`src/rtl/sar_pkg.sv`:
```
`timescale 1ns/1ps
package sar_pkg;
  localparam int unsigned SAR_WIDTH  = 8;
  localparam int unsigned SLOT_CLKS  = 8;
  localparam int unsigned SYNC_DEPTH = 2;
  localparam int unsigned CTL_CH     = 3;

  typedef enum logic [1:0] {
    CH_CS = 2'd0,
    CH_WR = 2'd1,
    CH_RD = 2'd2
  } ctl_ch_e;
endpackage

```
`src/rtl/sar_sync.sv`:
```
`timescale 1ns/1ps
module sar_sync #(
  parameter int unsigned N     = 3,
  parameter int unsigned DEPTH = 2
) (
  input  logic         clk_i,
  input  logic         rst_ni,
  input  logic [N-1:0] d_i,
  output logic [N-1:0] q_o
);
  for (genvar g = 0; g < N; g++) begin : g_ch
    logic [DEPTH-1:0] sh_q;
    always_ff @(posedge clk_i or negedge rst_ni) begin
      if (!rst_ni) sh_q <= '1;  // strobes idle high
      else         sh_q <= {sh_q[DEPTH-2:0], d_i[g]};
    end
    assign q_o[g] = sh_q[DEPTH-1];
  end
endmodule

```
`src/rtl/sar_start.sv`:
```
`timescale 1ns/1ps
module sar_start #(
  parameter int unsigned SLOT = 8
) (
  input  logic clk_i,
  input  logic rst_ni,
  input  logic cs_s_i,
  input  logic wr_s_i,
  output logic hold_o,
  output logic launch_o,
  output logic slot_end_o
);
  localparam int unsigned PW = (SLOT > 1) ? $clog2(SLOT) : 1;
  localparam logic [PW-1:0] LAST = PW'(SLOT - 1);

  logic [PW-1:0] phase_q;
  logic          pending_q;

  assign hold_o     = ~cs_s_i & ~wr_s_i;
  assign slot_end_o = (phase_q == LAST);
  assign launch_o   = pending_q & ~hold_o & slot_end_o;

  // free-running slot phase; launch aligns to its wrap
  always_ff @(posedge clk_i or negedge rst_ni) begin
    if (!rst_ni) phase_q <= '0;
    else         phase_q <= slot_end_o ? '0 : phase_q + PW'(1);
  end

  always_ff @(posedge clk_i or negedge rst_ni) begin
    if (!rst_ni)       pending_q <= 1'b0;
    else if (hold_o)   pending_q <= 1'b1;
    else if (launch_o) pending_q <= 1'b0;
  end
endmodule

```
`src/rtl/sar_engine.sv`:
```
`timescale 1ns/1ps
module sar_engine #(
  parameter int unsigned WIDTH = 8
) (
  input  logic             clk_i,
  input  logic             rst_ni,
  input  logic             clear_i,
  input  logic             launch_i,
  input  logic             slot_end_i,
  input  logic             cmp_i,
  output logic [WIDTH-1:0] trial_o,
  output logic [WIDTH-1:0] result_o,
  output logic             busy_o,
  output logic             done_o
);
  localparam logic [WIDTH-1:0] MSB_ONLY = {1'b1, {(WIDTH-1){1'b0}}};

  logic [WIDTH-1:0] marker_q;  // one-hot bit under test
  logic [WIDTH-1:0] sar_q;
  logic             busy_q;
  logic             done_q;

  always_ff @(posedge clk_i or negedge rst_ni) begin
    if (!rst_ni) begin
      marker_q <= '0;
      sar_q    <= '0;
      busy_q   <= 1'b0;
      done_q   <= 1'b0;
    end else if (clear_i) begin
      marker_q <= '0;
      sar_q    <= '0;
      busy_q   <= 1'b0;
      done_q   <= 1'b0;
    end else begin
      done_q <= 1'b0;
      if (launch_i) begin
        busy_q   <= 1'b1;
        marker_q <= MSB_ONLY;
        sar_q    <= '0;
      end else if (busy_q && slot_end_i) begin
        if (cmp_i) sar_q <= sar_q | marker_q;
        marker_q <= marker_q >> 1;
        if (marker_q[0]) begin
          busy_q <= 1'b0;
          done_q <= 1'b1;
        end
      end
    end
  end

  assign trial_o  = sar_q | marker_q;
  assign result_o = sar_q;
  assign busy_o   = busy_q;
  assign done_o   = done_q;
endmodule

```
`src/rtl/sar_ctrl.sv`:
```
`timescale 1ns/1ps
module sar_ctrl
  import sar_pkg::*;
#(
  parameter int unsigned WIDTH = SAR_WIDTH,
  parameter int unsigned SLOT  = SLOT_CLKS,
  parameter int unsigned SYNC  = SYNC_DEPTH
) (
  input  logic             clk_i,
  input  logic             rst_ni,
  input  logic             cs_ni,
  input  logic             wr_ni,
  input  logic             rd_ni,
  input  logic             cmp_i,
  output logic [WIDTH-1:0] trial_o,
  output logic [WIDTH-1:0] data_o,
  output logic             data_oe_o,
  output logic             intr_no
);
  logic [CTL_CH-1:0] ctl_raw, ctl_s;
  logic              cs_s, wr_s, rd_s, rd_act;
  logic              hold, launch, slot_end, busy, done;
  logic [WIDTH-1:0]  result, latch_q;
  logic              upd_q, flag_q;

  assign ctl_raw[CH_CS] = cs_ni;
  assign ctl_raw[CH_WR] = wr_ni;
  assign ctl_raw[CH_RD] = rd_ni;

  sar_sync #(.N(CTL_CH), .DEPTH(SYNC)) u_sync (
    .clk_i (clk_i),
    .rst_ni(rst_ni),
    .d_i   (ctl_raw),
    .q_o   (ctl_s)
  );

  assign cs_s   = ctl_s[CH_CS];
  assign wr_s   = ctl_s[CH_WR];
  assign rd_s   = ctl_s[CH_RD];
  assign rd_act = ~cs_s & ~rd_s;

  sar_start #(.SLOT(SLOT)) u_start (
    .clk_i     (clk_i),
    .rst_ni    (rst_ni),
    .cs_s_i    (cs_s),
    .wr_s_i    (wr_s),
    .hold_o    (hold),
    .launch_o  (launch),
    .slot_end_o(slot_end)
  );

  sar_engine #(.WIDTH(WIDTH)) u_engine (
    .clk_i     (clk_i),
    .rst_ni    (rst_ni),
    .clear_i   (hold),
    .launch_i  (launch),
    .slot_end_i(slot_end),
    .cmp_i     (cmp_i),
    .trial_o   (trial_o),
    .result_o  (result),
    .busy_o    (busy),
    .done_o    (done)
  );

  // latch on completion; flag one clock later; hold and read clear it
  always_ff @(posedge clk_i or negedge rst_ni) begin
    if (!rst_ni) begin
      latch_q <= '0;
      upd_q   <= 1'b0;
      flag_q  <= 1'b0;
    end else begin
      upd_q <= done & ~hold;
      if (done && !hold) latch_q <= result;
      if (hold || rd_act) flag_q <= 1'b0;
      else if (upd_q)     flag_q <= 1'b1;
    end
  end

  assign data_oe_o = rd_act;
  assign data_o    = rd_act ? latch_q : '0;
  assign intr_no   = ~flag_q;
endmodule

```
`config.mk`:
```
export PLATFORM = sky130hd
export DESIGN_NAME = sar_ctrl
export DESIGN_NICKNAME = d
export VERILOG_FILES = /design/src/rtl/sar_pkg.sv /design/src/rtl/sar_sync.sv /design/src/rtl/sar_start.sv /design/src/rtl/sar_engine.sv /design/src/rtl/sar_ctrl.sv
export SDC_FILE = /design/constraint.sdc
export NUM_CORES = 1
export LEC_CHECK = 0
export BUFFER_PORTS_ARGS = -buffer_cell sky130_fd_sc_hd__buf_2
export CAP_MARGIN = 25
export CORE_AREA = 3 3 58 60
export DETAILED_ROUTE_END_ITERATION = 6
export DIE_AREA = 0 0 61 63
export PLACE_DENSITY = 0.8
export SYNTH_ARGS = -nofsm -noshare
export SYNTH_HDL_FRONTEND = slang
export SYNTH_SLANG_ARGS = --single-unit
```
`constraint.sdc`:
```
create_clock -name clk_i -period 2.27 [get_ports clk_i]
set_input_delay 0.1135 -clock clk_i [delete_from_list [all_inputs] [get_ports clk_i]]
set_output_delay 0.1135 -clock clk_i [all_outputs]
set_load 0.01 [all_outputs]
```
==> impl_metrics.yaml, run 1 <==
synth:
  ys_top_cells_by_area: "dfrtp_1 (50%), dfstp_2 (9.9%), nand2_1 (4.2%), o211ai_1 (4.2%), mux2i_1 (3.8%)"
  postSynthAreaPerCell_um2: 10.8
  post-synth-top-area-cell: "dfrtp_1"
  yosys_warnings: 0
  ys_seq_area_share_pct: 60.0
  postSynthRegisterBits: 38
  syn_nets: 157
  synth.cell_area_um2: 1600
  synthDominantCellAreaShare_pct: 50.1
  synthDistinctLibCells: 28
  postSynthCellCount: 148
global_route:
  largest_net_degree_at_the_start_of_global_routing: 39
  antenna_found_initial: 0
  first_global_vias: 1154
  grt_remaining_overflow: 0
  grt_first_pass_wirelength_um: 5080
  grt_util_all_layers_pct: 18.0
clock_network:
  cts-buffers-inserted: 5
  cts.sink_count: 38
  clk_transition_reported_paths_ns: 0.11
  clk_root_buffer_cell: "clkbuf_4"
  post_cts_resized: 0
  htree_levels: 2
  clk_latency_ns: 0.35
  cts_tree: "yes"
  ctsLongestPathBuffers: 2
  post_cts_buffers: 0
setup_path:
  critical_path_arrival_ns: 2.12
  setup.worst_path.start_class: "register"
  worstPathMaxFanout: 7
  worstSetupEndpointType: "register"
  required_ns: 2.51
  criticalPathCategory: "reg -> reg"
power:
  max-vdd-ir-drop_v: 0.000371
  leakage_nw: 0.916
  pwr_density_cell_nw_per_um2: 627
sta:
  minimum_clock_period_after_layout_ns: 1.88
  worst_pin_slew_ns: 0.813
  report.final.setup_viol: 0
  final_hold_viol_count: 0
  final_min_period_over_clock_period_pct: 82.8
  hold_slack_ns: 0.213
  setup-tns-final_ns: 0
  maxSlewViolCount: 0
  max_freq_mhz: 532
  slew-limit-headroom_pct: 45.8
  unrepaired_setup_endpoints_after_global_routing: "no"
  final.setup_skew_ns: 0.00402
routing:
  via_per_inst: 5.24
  finalWirelength_um: 2880
  num_vias: 1101
  antenna_violating_nets_remaining: 0
  drt_iter0_drc: 29
  drc: 0
  dr.pass1.iters: 3
  avgRoutedWirePerCell_um: 13.7
placement:
  buffer_ports.inserted: 23
  post-dp-hpwl_um: 2070
  globalplace.congestion: 0.746
floorplan:
  design.die.area_um2: 3840
  io-pin-count: 24
  initial_utilization_pct: 53.7
  die_height_um: 63
  die-width_um: 61
  fp-row-count: 20
  floorplan.core_area_um2: 2980
finish:
  fraction_of_final_layout_cells_with_drive_strength_greater_than_1_pct: 24.9
  n_antenna_cell: 0
  design.final.nets: 185
  area.growth.synth_to_final_pct: 14.3
flow_run:
  cap_violations: 0
outcome:
  outcome: "finished, final reports clean"
worst_hold_path:
  min_path_type: "in -> reg"
-- synth_stat cells --
cell type / count
o2bb2ai_1: 1
a211oi_1: 1
ha_1: 3
nor2_2: 1
or2_2: 3
mux2_4: 2
clkbuf_1: 2
o21ai_1: 2
o211ai_1: 9
o21ai_0: 9
nor3_1: 1
a22o_1: 1
o22ai_1: 1
nand2_1: 18
a21oi_1: 8
and2_1: 9
dfstp_2: 6
dfrtp_1: 32
nor2_1: 7
a2bb2oi_1: 1
buf_4: 1
a22oi_1: 1
inv_1: 16
nand3_1: 1
a221o_1: 1
mux2i_1: 6
buf_2: 4
mux2_2: 1
-- cell type report --
class | instances | area, µm²
Multi-Input combinational cell | 87 | 544
Timing Repair Buffer | 28 | 163
Clock buffer | 7 | 55.1
Inverter | 16 | 60.1
Tap cell | 33 | 41.3
Clock inverter | 1 | 5.00
Fill cell | 249 | 1150
Sequential cell | 38 | 958
-- per-layer routing --
layer	wire length [µm]	global-route usage, %	vias to the layer above
met5	0	0	-
met4	107	9.49	0
met3	144	7.02	12
met2	1340	26.2	30
met1	1290	22.6	511
li1	-	-	548
-- layout by cell type, fill, tap and decap left out, types with 6 or more instances in the layout --
cell type	Yosys	routed
a21oi_1	8	8
dfrtp_1	32	32
nand2_1	18	18
o21ai_0	9	9
buf_2	4	23
o211ai_1	9	9
dfstp_2	6	6
and2_1	9	9
inv_1	16	16
nor2_1	7	7
mux2i_1	6	6
-- kinds of logic (layout without fill, tap and decap cells) --
group | after synthesis | after routing | share of synthesized area, %
buffers and inverters | 23 | 52 | 5.95
muxes | 9 | 9 | 6.34
and+or+nand+nor | 40 | 40 | 11.6
AOI/OAI and AO/OA | 35 | 35 | 13.8
DFF | 38 | 38 | 60.0
adders and majority gates | 3 | 3 | 2.35
-- worst paths after layout --
| kind | startpoint | end | slack (ns) | depth (start not counted) |
|---|---|---|---|---|
| max | u_start.phase_q[0] | u_engine.marker_q[2] | 0.39 | 4 |
| min | cmp_i | u_engine.result_o[7] | 0.21 | 3 |
| max reg2reg | u_start.phase_q[0] | u_engine.marker_q[2] | 0.39 | 4 |
| min reg2reg | u_sync.g_ch[2].sh_q[0] | u_sync.g_ch[2].sh_q[1] | 0.36 | 0 |
| max in group asynchronous | rst_ni | u_engine.marker_q[0] | 1.38 | 2 |
| min in group asynchronous | rst_ni | u_start.phase_q[1] | 0.38 | 2 |
-- timing repair --
action / 4_1_cts / 5_1_grt
endpoints found under the setup margin: 0 / 0
hold endpoints to repair: 35 / 0
hold buffers: 4 / 0
-- metrics by stage --
| stage | power, mW | util, % | instances | area [µm²] | worst slack [ns] |
|---|---|---|---|---|---|
| finish | 1.15 | 61.3 | 210 | 1830 | 0.390 |
| global route | 1.20 | 61.3 | 210 | 1830 | 0.302 |
| CTS | 1.15 | 61.3 | 210 | 1830 | 0.387 |
| detailed placement | 0.787 | 58.0 | 198 | 1730 | 0.409 |
| global placement | 0.783 | 58.0 | 198 | 1730 | 0.456 |
| floorplan | 0.755 | - | 148 | 1600 | 0.501 |
-- critical path, cell delays in order (launching register included) --
cell and delay [ns]:
dfrtp_1 0.39, ha_1 0.22, ha_1 0.28, a221o_1 0.53, mux2_4 0.34
-- flip-flops by register name, indices dropped and copies added, names as in the netlist, 3 cells and up --
signal / count
u_engine.result_o: 8
latch_q: 8
u_engine.marker_q: 8
u_sync.g_ch.sh_q: 6
u_start.phase_q: 3
-- where the power goes --
group / internal, mW / total (mW) / switching, mW
logic: 0.0256 / 0.0684 / 0.0428
clock network: 0.150 / 0.368 / 0.218
registers: 0.695 / 0.710 / 0.0150
total: 0.871 / 1.15 / 0.276
Note: power is estimated with default switching activity, not from simulation.
==> inputs of run 2 (changes only) <==
- CORE_AREA: 3 3 58 60 -> 3 3 61 63
- DIE_AREA: 0 0 61 63 -> 0 0 64 66
- PLACE_DENSITY: 0.8 -> 0.76
- clock period: 2.27 -> 1.6 ns (I/O delays scaled with it)
==> run 2 against run 1 <==
The run now ends with setup timing left. Critical path depth did not move. Combinational power rose by 54%. Flip-flop and latch count did not move. Clock power rose by 69%. Power rose by 52%. Utilization fell by 1.4 points. Sequential power rose by 42%. Clock-buffer cell count fell by 2. Global-route usage fell by 2.2 points. Maximum frequency rose by 15%. Sequential share of layout area fell by 3.8 points. Largest cell class unchanged. Largest power group unchanged.
==> impl_metrics.yaml, run 2 (synthesis gave the netlist of run 1 again) <==
outcome:
  outcome: "finished, violations left"
  violations: "setup timing"
flow_run:
  cap_violations: 0
finish:
  fraction_of_final_layout_cells_with_drive_strength_greater_than_1_pct: 32.8
  n_antenna_cell: 0
  post_layout_nonfiller_instances: 229
  post-route-cell-area_um2: 1970
  area.growth.synth_to_final_pct: 23.3
  mostFrequentLayoutCell: "dfrtp_1"
  finish.utilization_pct: 60.0
  layout.cells.most_common_list: "dfrtp_1 (32), buf_2 (23), nand2_1 (18)"
  design.final.nets: 191
clock_network:
  cts_tree: "yes"
  post_cts_buffers: 0
  clk_transition_reported_paths_ns: 0.11
  ctsLongestPathBuffers: 2
  clk_root_buffer_cell: "clkbuf_4"
  cts-buffers-inserted: 5
  clk_latency_ns: 0.33
  cts.sink_count: 38
  htree_levels: 2
global_route:
  largest_net_degree_at_the_start_of_global_routing: 39
  antenna_found_initial: 0
  first_global_vias: 1161
  grt_remaining_overflow: 0
  grt_first_pass_wirelength_um: 5110
  grt_util_all_layers_pct: 15.8
setup_path:
  critical_path_arrival_ns: 1.86
  worstPathMaxFanout: 4
  timing.rr.start: "u_start.phase_q[0]"
  setup.worst_path.start_class: "register"
  worstSetupEndpointType: "register"
  timing.critical_path.cells: "ha_4, ha_2, a221o_1, mux2_4"
  worst_path_cell_with_the_longest_stage_delay: "dfrtp_1"
  criticalPathCategory: "reg -> reg"
  largest_incremental_delay_on_the_critical_path_ns: 0.43
  worst_setup_path_startpoint: "u_start.phase_q[0]"
  required_ns: 1.83
power:
  pwr_density_cell_nw_per_um2: 883
  leakage_nw: 0.956
  max-vdd-ir-drop_v: 0.000527
  finalPower_mw: 1.74
routing:
  antenna_violating_nets_remaining: 0
  drc: 0
  finalWirelength_um: 2950
  avgRoutedWirePerCell_um: 12.9
  dr.pass1.iters: 5
  num_vias: 1138
  drt_iter0_drc: 60
  via_per_inst: 4.97
floorplan:
  die-width_um: 64
  die_height_um: 66
  initial_utilization_pct: 48.6
  design.die.area_um2: 4220
  io-pin-count: 24
  fp-row-count: 21
  floorplan.core_area_um2: 3280
sta:
  max_freq_mhz: 612
  hold_slack_ns: 0.194
  slew-limit-headroom_pct: 48.4
  unrepaired_setup_endpoints_after_global_routing: "yes"
  final_hold_viol_count: 0
  minimum_clock_period_after_layout_ns: 1.63
  final.setup_skew_ns: 0.00476
  worst_pin_slew_ns: 0.775
  final_min_period_over_clock_period_pct: 102
  report.final.setup_viol: 3
  maxSlewViolCount: 0
  postLayoutSetupSlackWorst_ns: -0.0336
placement:
  post-dp-hpwl_um: 2060
  globalplace.congestion: 0.775
  dp_cells: 217
  buffer_ports.inserted: 23
  cell_area_placed_um2: 1790
worst_hold_path:
  min-delay-start: "cmp_i"
  min_path_type: "in -> reg"
[run 2: changes by cell type in the layout (fill, tap and decap cells not counted), moves of 2 or more]
cell and delta:
a21oi_1 -4, a21oi_2 +4, buf_4 +4, ha_1 -3
buf_6 +2, ha_4 +2
[run 2: repair_timing]
action / in CTS / in global routing
pin swaps: 1 / 2
endpoints found under the hold margin: 35 / 0
gates resized for setup: 2 / 10
hold buffers: 4 / 0
endpoints found under the setup margin: 15 / 25
[run 2: power breakdown]
group	switching, mW	internal, mW	total (mW)
Combinational	0.0622	0.0431	0.105
Clock	0.299	0.324	0.623
Sequential	0.0248	0.986	1.01
[run 2: per-layer routing]
layer / part of all wire [%] / GRT usage (%)
met1: 44 / 19.5
met5: 0 / 0
met4: 1.4 / 6.47
met2: 49 / 26.3
met3: 5.5 / 3.91
[run 2: worst paths after layout]
| kind | endpoint | cells past startpoint | slack [ns] |
|---|---|---|---|
| max | u_engine.marker_q[2] | 4 | -0.03 |
| min | u_engine.result_o[2] | 3 | 0.19 |
| max reg2reg | u_engine.marker_q[2] | 4 | -0.03 |
| min reg2reg | u_sync.g_ch[1].sh_q[1] | 0 | 0.36 |
| max in group asynchronous | u_sync.g_ch[0].sh_q[0] | 3 | 0.95 |
| min in group asynchronous | flag_q | 3 | 0.30 |
[run 2: layout make-up]
type,instances,area [µm²]
Fill cell,273,1320
Sequential cell,38,958
Multi-Input combinational cell,87,601
Timing Repair Buffer,34,215
Inverter,16,60.1
Tap cell,46,57.6
Clock inverter,3,40.0
Clock buffer,5,37.5
[run 2: critical path: cells and delay by family (launching register included)]
kind,cells,cell delay [ns]
flops,1,0.43
compound gates,1,0.41
fa+ha+maj,2,0.37
mux,1,0.32
[run 2: stage by stage]
| step | setup slack [ns] | TNS [ns] |
|---|---|---|
| after global placement | -0.0139 | -0.0276 |
| after floorplan | -0.103 | -0.206 |
| after CTS | -0.00919 | -0.00919 |
| after global routing | -0.104 | -1.15 |
| final | -0.0336 | -0.0754 |
| after detailed placement | -0.0371 | -0.373 |
